[src/rtl/bfi_pkg.sv]
package bfi_pkg;

    localparam int BR_IDX_W = 8;

    typedef enum logic [1:0] {
        BR_NONE = 2'b00,
        BR_AND  = 2'b01,
        BR_OR   = 2'b10,
        BR_UNK  = 2'b11
    } bridge_kind_e;

    typedef struct packed {
        logic                en;
        bridge_kind_e        kind;
        logic [BR_IDX_W-1:0] a;
        logic [BR_IDX_W-1:0] b;
    } bridge_cfg_t;

    function automatic logic resolve_short(bridge_kind_e kind, logic x, logic y);
        case (kind)
            BR_AND:  return x & y;
            BR_OR:   return x | y;
            BR_UNK:  return 1'bx;
            default: return x;
        endcase
    endfunction

    function automatic logic bridge_live(bridge_cfg_t br);
        return br.en && (br.kind != BR_NONE) && (br.a != br.b);
    endfunction

endpackage

[src/rtl/bfi_cfg_regs.sv]
module bfi_cfg_regs
    import bfi_pkg::*;
#(
    parameter int WIDTH = 16,
    localparam int IDX_W = (WIDTH > 1) ? $clog2(WIDTH) : 1
) (
    input  logic             clk,
    input  logic             rst,
    input  logic             we,
    input  logic [WIDTH-1:0] force_en_d,
    input  logic [WIDTH-1:0] force_val_d,
    input  logic             all_en_d,
    input  logic             all_val_d,
    input  logic             br_en_d,
    input  logic [1:0]       br_kind_d,
    input  logic [IDX_W-1:0] br_a_d,
    input  logic [IDX_W-1:0] br_b_d,
    output logic [WIDTH-1:0] force_en_q,
    output logic [WIDTH-1:0] force_val_q,
    output logic             all_en_q,
    output logic             all_val_q,
    output bridge_cfg_t      br_q
);

    bridge_cfg_t br_d;

    always_comb begin
        br_d      = '0;
        br_d.en   = br_en_d;
        br_d.kind = bridge_kind_e'(br_kind_d);
        br_d.a    = BR_IDX_W'(br_a_d);
        br_d.b    = BR_IDX_W'(br_b_d);
    end

    always_ff @(posedge clk) begin
        if (rst) begin
            force_en_q  <= '0;
            force_val_q <= '0;
            all_en_q    <= 1'b0;
            all_val_q   <= 1'b0;
            br_q        <= '0;
        end else if (we) begin
            force_en_q  <= force_en_d;
            force_val_q <= force_val_d;
            all_en_q    <= all_en_d;
            all_val_q   <= all_val_d;
            br_q        <= br_d;
        end
    end

endmodule

[src/rtl/bfi_force_stage.sv]
module bfi_force_stage #(
    parameter int WIDTH = 16
) (
    input  logic [WIDTH-1:0] din,
    input  logic [WIDTH-1:0] force_en,
    input  logic [WIDTH-1:0] force_val,
    input  logic             all_en,
    input  logic             all_val,
    output logic [WIDTH-1:0] dout
);

    for (genvar i = 0; i < WIDTH; i++) begin : g_line
        always_comb begin
            if (all_en)
                dout[i] = all_val;
            else if (force_en[i])
                dout[i] = force_val[i];
            else
                dout[i] = din[i];
        end
    end

endmodule

[src/rtl/bfi_bridge_stage.sv]
module bfi_bridge_stage
    import bfi_pkg::*;
#(
    parameter int WIDTH = 16,
    localparam int IDX_W = (WIDTH > 1) ? $clog2(WIDTH) : 1
) (
    input  logic [WIDTH-1:0] din,
    input  bridge_cfg_t      br,
    output logic [WIDTH-1:0] dout
);

    logic [IDX_W-1:0] idx_a;
    logic [IDX_W-1:0] idx_b;
    logic             live;
    logic             shorted;

    assign idx_a   = br.a[IDX_W-1:0];
    assign idx_b   = br.b[IDX_W-1:0];
    assign live    = bridge_live(br);
    assign shorted = resolve_short(br.kind, din[idx_a], din[idx_b]);

    for (genvar i = 0; i < WIDTH; i++) begin : g_line
        logic hit;
        assign hit     = live && ((br.a == BR_IDX_W'(i)) || (br.b == BR_IDX_W'(i)));
        assign dout[i] = hit ? shorted : din[i];
    end

endmodule

[src/rtl/bus_fault_injector.sv]
module bus_fault_injector
    import bfi_pkg::*;
#(
    parameter int WIDTH = 16,
    localparam int IDX_W = (WIDTH > 1) ? $clog2(WIDTH) : 1
) (
    input  logic             clk,
    input  logic             rst,
    input  logic             cfg_we,
    input  logic [WIDTH-1:0] cfg_force_en,
    input  logic [WIDTH-1:0] cfg_force_val,
    input  logic             cfg_all_en,
    input  logic             cfg_all_val,
    input  logic             cfg_br_en,
    input  logic [1:0]       cfg_br_kind,
    input  logic [IDX_W-1:0] cfg_br_a,
    input  logic [IDX_W-1:0] cfg_br_b,
    input  logic [WIDTH-1:0] bus_in,
    output logic [WIDTH-1:0] bus_out,
    output logic             fault_active
);

    logic [WIDTH-1:0] force_en_q;
    logic [WIDTH-1:0] force_val_q;
    logic             all_en_q;
    logic             all_val_q;
    bridge_cfg_t      br_q;
    logic [WIDTH-1:0] forced;

    logic             br_en_q;
    logic [1:0]       br_kind_q;
    logic [IDX_W-1:0] br_a_q;
    logic [IDX_W-1:0] br_b_q;

    assign br_en_q   = br_q.en;
    assign br_kind_q = br_q.kind;
    assign br_a_q    = br_q.a[IDX_W-1:0];
    assign br_b_q    = br_q.b[IDX_W-1:0];

    bfi_cfg_regs #(.WIDTH(WIDTH)) u_cfg (
        .clk         (clk),
        .rst         (rst),
        .we          (cfg_we),
        .force_en_d  (cfg_force_en),
        .force_val_d (cfg_force_val),
        .all_en_d    (cfg_all_en),
        .all_val_d   (cfg_all_val),
        .br_en_d     (cfg_br_en),
        .br_kind_d   (cfg_br_kind),
        .br_a_d      (cfg_br_a),
        .br_b_d      (cfg_br_b),
        .force_en_q  (force_en_q),
        .force_val_q (force_val_q),
        .all_en_q    (all_en_q),
        .all_val_q   (all_val_q),
        .br_q        (br_q)
    );

    bfi_force_stage #(.WIDTH(WIDTH)) u_force (
        .din       (bus_in),
        .force_en  (force_en_q),
        .force_val (force_val_q),
        .all_en    (all_en_q),
        .all_val   (all_val_q),
        .dout      (forced)
    );

    bfi_bridge_stage #(.WIDTH(WIDTH)) u_bridge (
        .din  (forced),
        .br   (br_q),
        .dout (bus_out)
    );

    assign fault_active = (|force_en_q) || all_en_q || (br_q.en && (br_q.kind != BR_NONE));

endmodule

[config.mk]
export PLATFORM = sky130hd
export DESIGN_NAME = bus_fault_injector
export DESIGN_NICKNAME = d
export VERILOG_FILES = /design/src/rtl/bfi_pkg.sv /design/src/rtl/bfi_cfg_regs.sv /design/src/rtl/bfi_force_stage.sv /design/src/rtl/bfi_bridge_stage.sv /design/src/rtl/bus_fault_injector.sv
export SDC_FILE = /design/constraint.sdc
export NUM_CORES = 1
export LEC_CHECK = 0
export BUFFER_PORTS_ARGS = -buffer_cell sky130_fd_sc_hd__buf_2
export CAP_MARGIN = 20
export CORE_ASPECT_RATIO = 0.8
export CORE_MARGIN = 2
export CORE_UTILIZATION = 49
export CTS_CLUSTER_SIZE = 14
export DETAILED_ROUTE_END_ITERATION = 6
export PLACE_DENSITY_LB_ADDON = 0.1
export SLEW_MARGIN = 20
export SYNTH_ARGS = -nofsm -noshare
export SYNTH_HDL_FRONTEND = slang
export SYNTH_HIERARCHICAL = 1
export SYNTH_SLANG_ARGS = --single-unit
export TNS_END_PERCENT = 30
[constraint.sdc]
create_clock -name clk -period 3.7 [get_ports clk]
set_input_delay 0.74 -clock clk [delete_from_list [all_inputs] [get_ports clk]]
set_output_delay 0.74 -clock clk [all_outputs]
set_load 0.005 [all_outputs]
# Word-level counts from Yosys, hierarchy flattened
# Index checks and enable logic that the tools add are counted.
# totals
output_inout_bits,17
elab_cells,139
register_bits,45
input_bits,64
# op_classes
eq_ne,34
bitwise_logic,2
n_mux,53
n_lt_le_gt_ge,2
n_reduce_logical,40
# op_table
cell,count
"equality test 4 bit, second input constant",16
two-way mux 1 bit,50
"equality test 4 x 3 -> 1 bit, second input constant",8
logical AND 1 bit,18
logical OR 1 bit,18
"equality test 4 x 2 -> 1 bit, second input constant",4
zero test 8 bit,2
OR reduction 16 bit,1
"< comparator 4 x 5 -> 1 bit, second input constant",2
binary-select mux 1 bit (select 4 bit),2
"equality test 4 x 1 -> 1 bit, second input constant",2
"equality test 2 bit, second input constant",2
inequality test 4 bit,1
case mux 1 bit (3 select lines),1
"equality test 2 x 1 -> 1 bit, second input constant",1
nonzero test 2 bit,1
bitwise AND 1 bit,1
bitwise OR 1 bit,1

# Logic depth before layout (Yosys ltp)
# depth
word_depth,7
mapped_depth,9
depth_no_buf,7

# By module
# The synthesis kept the hierarchy.
# by_module_without_submodules
module,cells_each,area_each_um2,n_inst,seq_area_each_um2
bfi_cfg_regs,154,1699.1,1,900.9
bfi_bridge_stage,115,975.9,1,0.0
bfi_force_stage,35,494.2,1,0.0
bus_fault_injector,7,43.8,1,0.0

# Least setup slack after synthesis
# Ideal clock, no wire load.
# synth_timing
kind,input to output
from,input port bus_in[9]
to,output port bus_out[0]
n_path_buf,1
t_arrival_ns,2.866
t_required_ns,2.960
path_slack_ns,0.094
path_stages,8
path_cell_list,mux2_4 -> mux2_4 -> mux4_1 -> mux4_2 -> a21oi_2 -> o21ai_2 -> buf_6 -> mux2_2
# synth_via
elab_chain_len,7
word_cells_on_any_way,10
cone_classes,8 x mux; 2 x bitwise
# synth_lines
element,line,rtl
start: declaration,bus_fault_injector.sv:18,"input logic [WIDTH-1:0] bus_in,"
two-way mux 1 bit *,bfi_force_stage.sv:16,else if (force_en[i])
two-way mux 1 bit *,bfi_force_stage.sv:14,if (all_en)
named net forced[9],bus_fault_injector.sv:28,logic [WIDTH-1:0] forced;
binary-select mux 1 bit (select 4 bit),bfi_bridge_stage.sv:20,"assign shorted = resolve_short(br.kind, din[idx_a], din[idx_b]);"
two-way mux 1 bit (not written as such),bfi_bridge_stage.sv:20,
bitwise OR 1 bit / bitwise AND 1 bit (equally long branches),"bfi_pkg.sv:22, bfi_pkg.sv:21",
case mux 1 bit (3 select lines) *,bfi_pkg.sv:20,case (kind)
two-way mux 1 bit *,bfi_bridge_stage.sv:25,assign dout[i] = hit ? shorted : din[i];
end: declaration,bus_fault_injector.sv:19,"output logic [WIDTH-1:0] bus_out,"
# Mark *: on every way through the listed nets, which the timed path passes. The rest lies on a longest branch. The select of a mux whose other input is x is not followed.

# Worst setup path in the final report
# layout_timing
from,input port bus_in[15]
to,output port bus_out[3]
# Same word-level chain as after synthesis.

==> flow_summary_export.csv <==
group,metric,value,unit
synth,yosys_most_used_dff,"dfxtp_1",
timing,fin_skew,0,ps
drt,drtIter0Drc,170,
power_and_ir_drop,p_per_area,337,nW/um^2
synth,ys_seq_area_share,28.0,%
critical_path,end_kind,"primary output",
finish,fill_cells,587,
drt,via_per_inst,5.59,
critical_path,crit_top_cell,"mux2_4",
critical_path,cp.arrival,3220,ps
synth,synth_largest_area_cell,"dfxtp_1",
critical_path,cp.required,2960,ps
power_and_ir_drop,netSwitchingPower,378,uW
timing,slew_headroom,43.7,%
finish,insertedDiodeCount,0,
global_routing,antenna_found_initial,0,
job,maxCapViolations,0,
power_and_ir_drop,p_int,931,uW
cts,cts_tree,"yes",
cts,clockRootBuffer,"clkbuf_8",
critical_path,path_cells,"buf_6 -> mux2_4 -> mux2_4 -> mux4_2 -> mux4_2 -> a21oi_4 -> o21ai_4 -> mux2_4 -> buf_6",
floorplan,start_util,50.4,%
power_and_ir_drop,p_sw_share,28.9,%
outcome,status,"finished with violations",
timing,min_period_over_period,107,%
drt,drc_errors,0,
floorplan,num_rows,26,
synth,ys_ff_latch,45,
drt,routedWlPerCell,16.9,um
min_path,min_path_type,"reg -> reg",
drt,vias,2695,
synth,synthesis.area,3210,um^2
cts,cts_max_level,2,
finish,drive_above_1_share,43.0,%
power_and_ir_drop,comb_power_share,28.0,%
timing,hold_viol_final,0,
cts,cts_made_buffers,5,
synth,synthCells,311,
cts,hold_buffers,0,
synth,synth_top_area_share,28.0,%
floorplan,die_x,94.5,um
timing,fin_crit,3960,ps
outcome,violations,"negative setup slack",
cts,clock_latency,300,ps
timing,rsz0062_at_grt,"yes",
timing,finalSetupViolations,16,
cts,clkSinkCount,45,
floorplan,die-area,7230,um^2
placement,dp_hpwl,5.79,mm
synth,synthTopCellsByArea,"dfxtp_1, mux2i_1, mux2_4",
global_routing,grt-ovfl-total,0,
global_routing,grt_use_total,22.5,%
power_and_ir_drop,power.leakage,0.00175,uW
power_and_ir_drop,p_clk_share,29.6,%
global_routing,grt_max_degree,46,
drt,ant_nets,0,
synth,synth_edf_count,0,
global_routing,grt_first_pass_wirelength,12.7,mm
finish,nets,464,
critical_path,max_stage_delay,540,ps
power_and_ir_drop,seqPwrFrac,42.5,%
timing,max_freq,0.253,GHz
synth,synthMostInstantiatedCell,"nor2_1",
critical_path,critical_path_class,"in -> out",
floorplan,core_area,6380,um^2
cts,clk_pin_slew_worst_paths,90,ps
placement,portBuffers,80,
critical_path,start_kind,"primary input",
timing,slew_viol_final,0,
floorplan,die_height,76.4,um
synth,yosys_warnings,6,
finish,areaGrowthSynthToFinish,21.0,%
power_and_ir_drop,vdd_ir_drop_max,0.181,mV
synth,syn_avg_cell_area,10.3,um^2
placement,place_congestion,0.960,
global_routing,grt_pass1_vias,2570,
floorplan,io_pins,81,
timing,tightest_slew,845,ps
placement,post-place-ws,-296,ps
critical_path,timing.critical_path.slowest_stage_cell,"mux4_2",
critical_path,crit_family,"multiplexers",
timing,hold_slack,504,ps
drt,drt_pass1_iterations,5,
synth,ys_types,37,
synth,yosys-top-cells-count,"nor2_1, mux2i_1, dfxtp_1",
timing,fin_ws,-258,ps
critical_path,critPathBufInv,2,
critical_path,r2r_setup_slack,2650,ps
drt,wl,8.15,mm
synth,async_flop_share,0,%
cts,clockBufferDepth,2,
critical_path,crit_fanout,8,
-- tightest hold or removal path, cell delays in order, from the launching register on --
cell,delay [ps]
dfxtp_1,340
mux2i_1,70
nor2_1,70
-- registers in the layout (all words and copies together) (netlist names) --
name and cells:
u_cfg/br_q 11, u_cfg/force_en_q 16, u_cfg/all_en_q 1, u_cfg/force_val_q 16, u_cfg/all_val_q 1
-- logic make-up after synthesis --
family | after synthesis | synth area share [%]
and+or+nand+nor | 95 | 13.7
DFF | 45 | 28.0
xor gates and xnor gates | 8 | 2.18
other | 1 | 0.117
buffers and inverters | 34 | 8.61
adders and majority gates | 3 | 1.17
muxes | 105 | 41.6
AOI/OAI and AO/OA | 20 | 4.56
-- power groups by stage --
stage | clock [uW] | combinational [uW] | sequential, uW
2_1_floorplan | 0 | 246 | 542
3_3_place_gp | 0 | 320 | 566
3_5_place_dp | 0 | 323 | 566
4_1_cts | 402 | 361 | 555
5_1_grt | 418 | 392 | 561
6_report | 387 | 366 | 556
-- per-layer routing --
metal  GRT usage [%]  wire length, um
met3            6.13              623
met2            34.8             3590
met1            30.7             3840
met5               0                0
met4            6.23               95
-- area by class of cell --
cell class	instances	area (um^2)	area share, %
Tap cell	84	105	2.70
Multi-Input combinational cell	240	2120	54.5
Inverter	4	15.0	0.386
Clock buffer	5	68.8	1.77
Sequential cell	45	902	23.2
Clock inverter	3	43.8	1.13
Timing Repair Buffer	101	633	16.3
-- path summary, 6_finish.rpt --
path,startpoint,to,cells after the start
setup reg to reg,u_cfg/br_q[8],u_cfg/br_q[8],2
hold / removal,u_cfg/force_val_q[8],u_cfg/force_val_q[8],2
hold reg to reg,u_cfg/force_val_q[8],u_cfg/force_val_q[8],2
setup / recovery,bus_in[15],bus_out[3],9
-- placed cells by master, fill, tap and decap left out, types with 3 or more instances in the layout --
| master | instances |
|---|---|
| clkbuf_8 | 5 |
| dfxtp_1 | 44 |
| buf_6 | 10 |
| ha_1 | 3 |
| mux2_4 | 35 |
| a21oi_1 | 3 |
| nor2b_1 | 4 |
| xnor2_1 | 8 |
| a22oi_1 | 9 |
| conb_1 | 8 |
| nor2_1 | 61 |
| mux2i_1 | 47 |
| inv_1 | 4 |
| nor3_1 | 3 |
| buf_2 | 70 |
| nor4_1 | 5 |
| mux4_2 | 8 |
| mux2_2 | 14 |
| or4_1 | 4 |
| buf_4 | 20 |
| nand4_1 | 7 |
| nor3b_1 | 4 |
-- repair_timing --
action / in CTS / in global routing
pin swaps: 3 / 2
setup buffers: 1 / 0
gates resized for setup: 23 / 2
hold endpoints to repair: 0 / 0
cloned: 1 / 0
endpoints found under the setup margin: 16 / 16
-- through the flow --
step / cells / util [%] / instance area, um^2 / setup TNS [ps] / total power (uW)
2_1_floorplan: 318 / - / 3240 / 0 / 788
3_3_place_gp: 472 / 57.2 / 3650 / -4330 / 886
3_5_place_dp: 472 / 57.2 / 3650 / -4520 / 889
4_1_cts: 482 / 60.9 / 3890 / -3330 / 1320
5_1_grt: 482 / 61.0 / 3890 / -4360 / 1370
6_report: 482 / 61.0 / 3890 / -3830 / 1310
(Power assumes the default switching activity.)
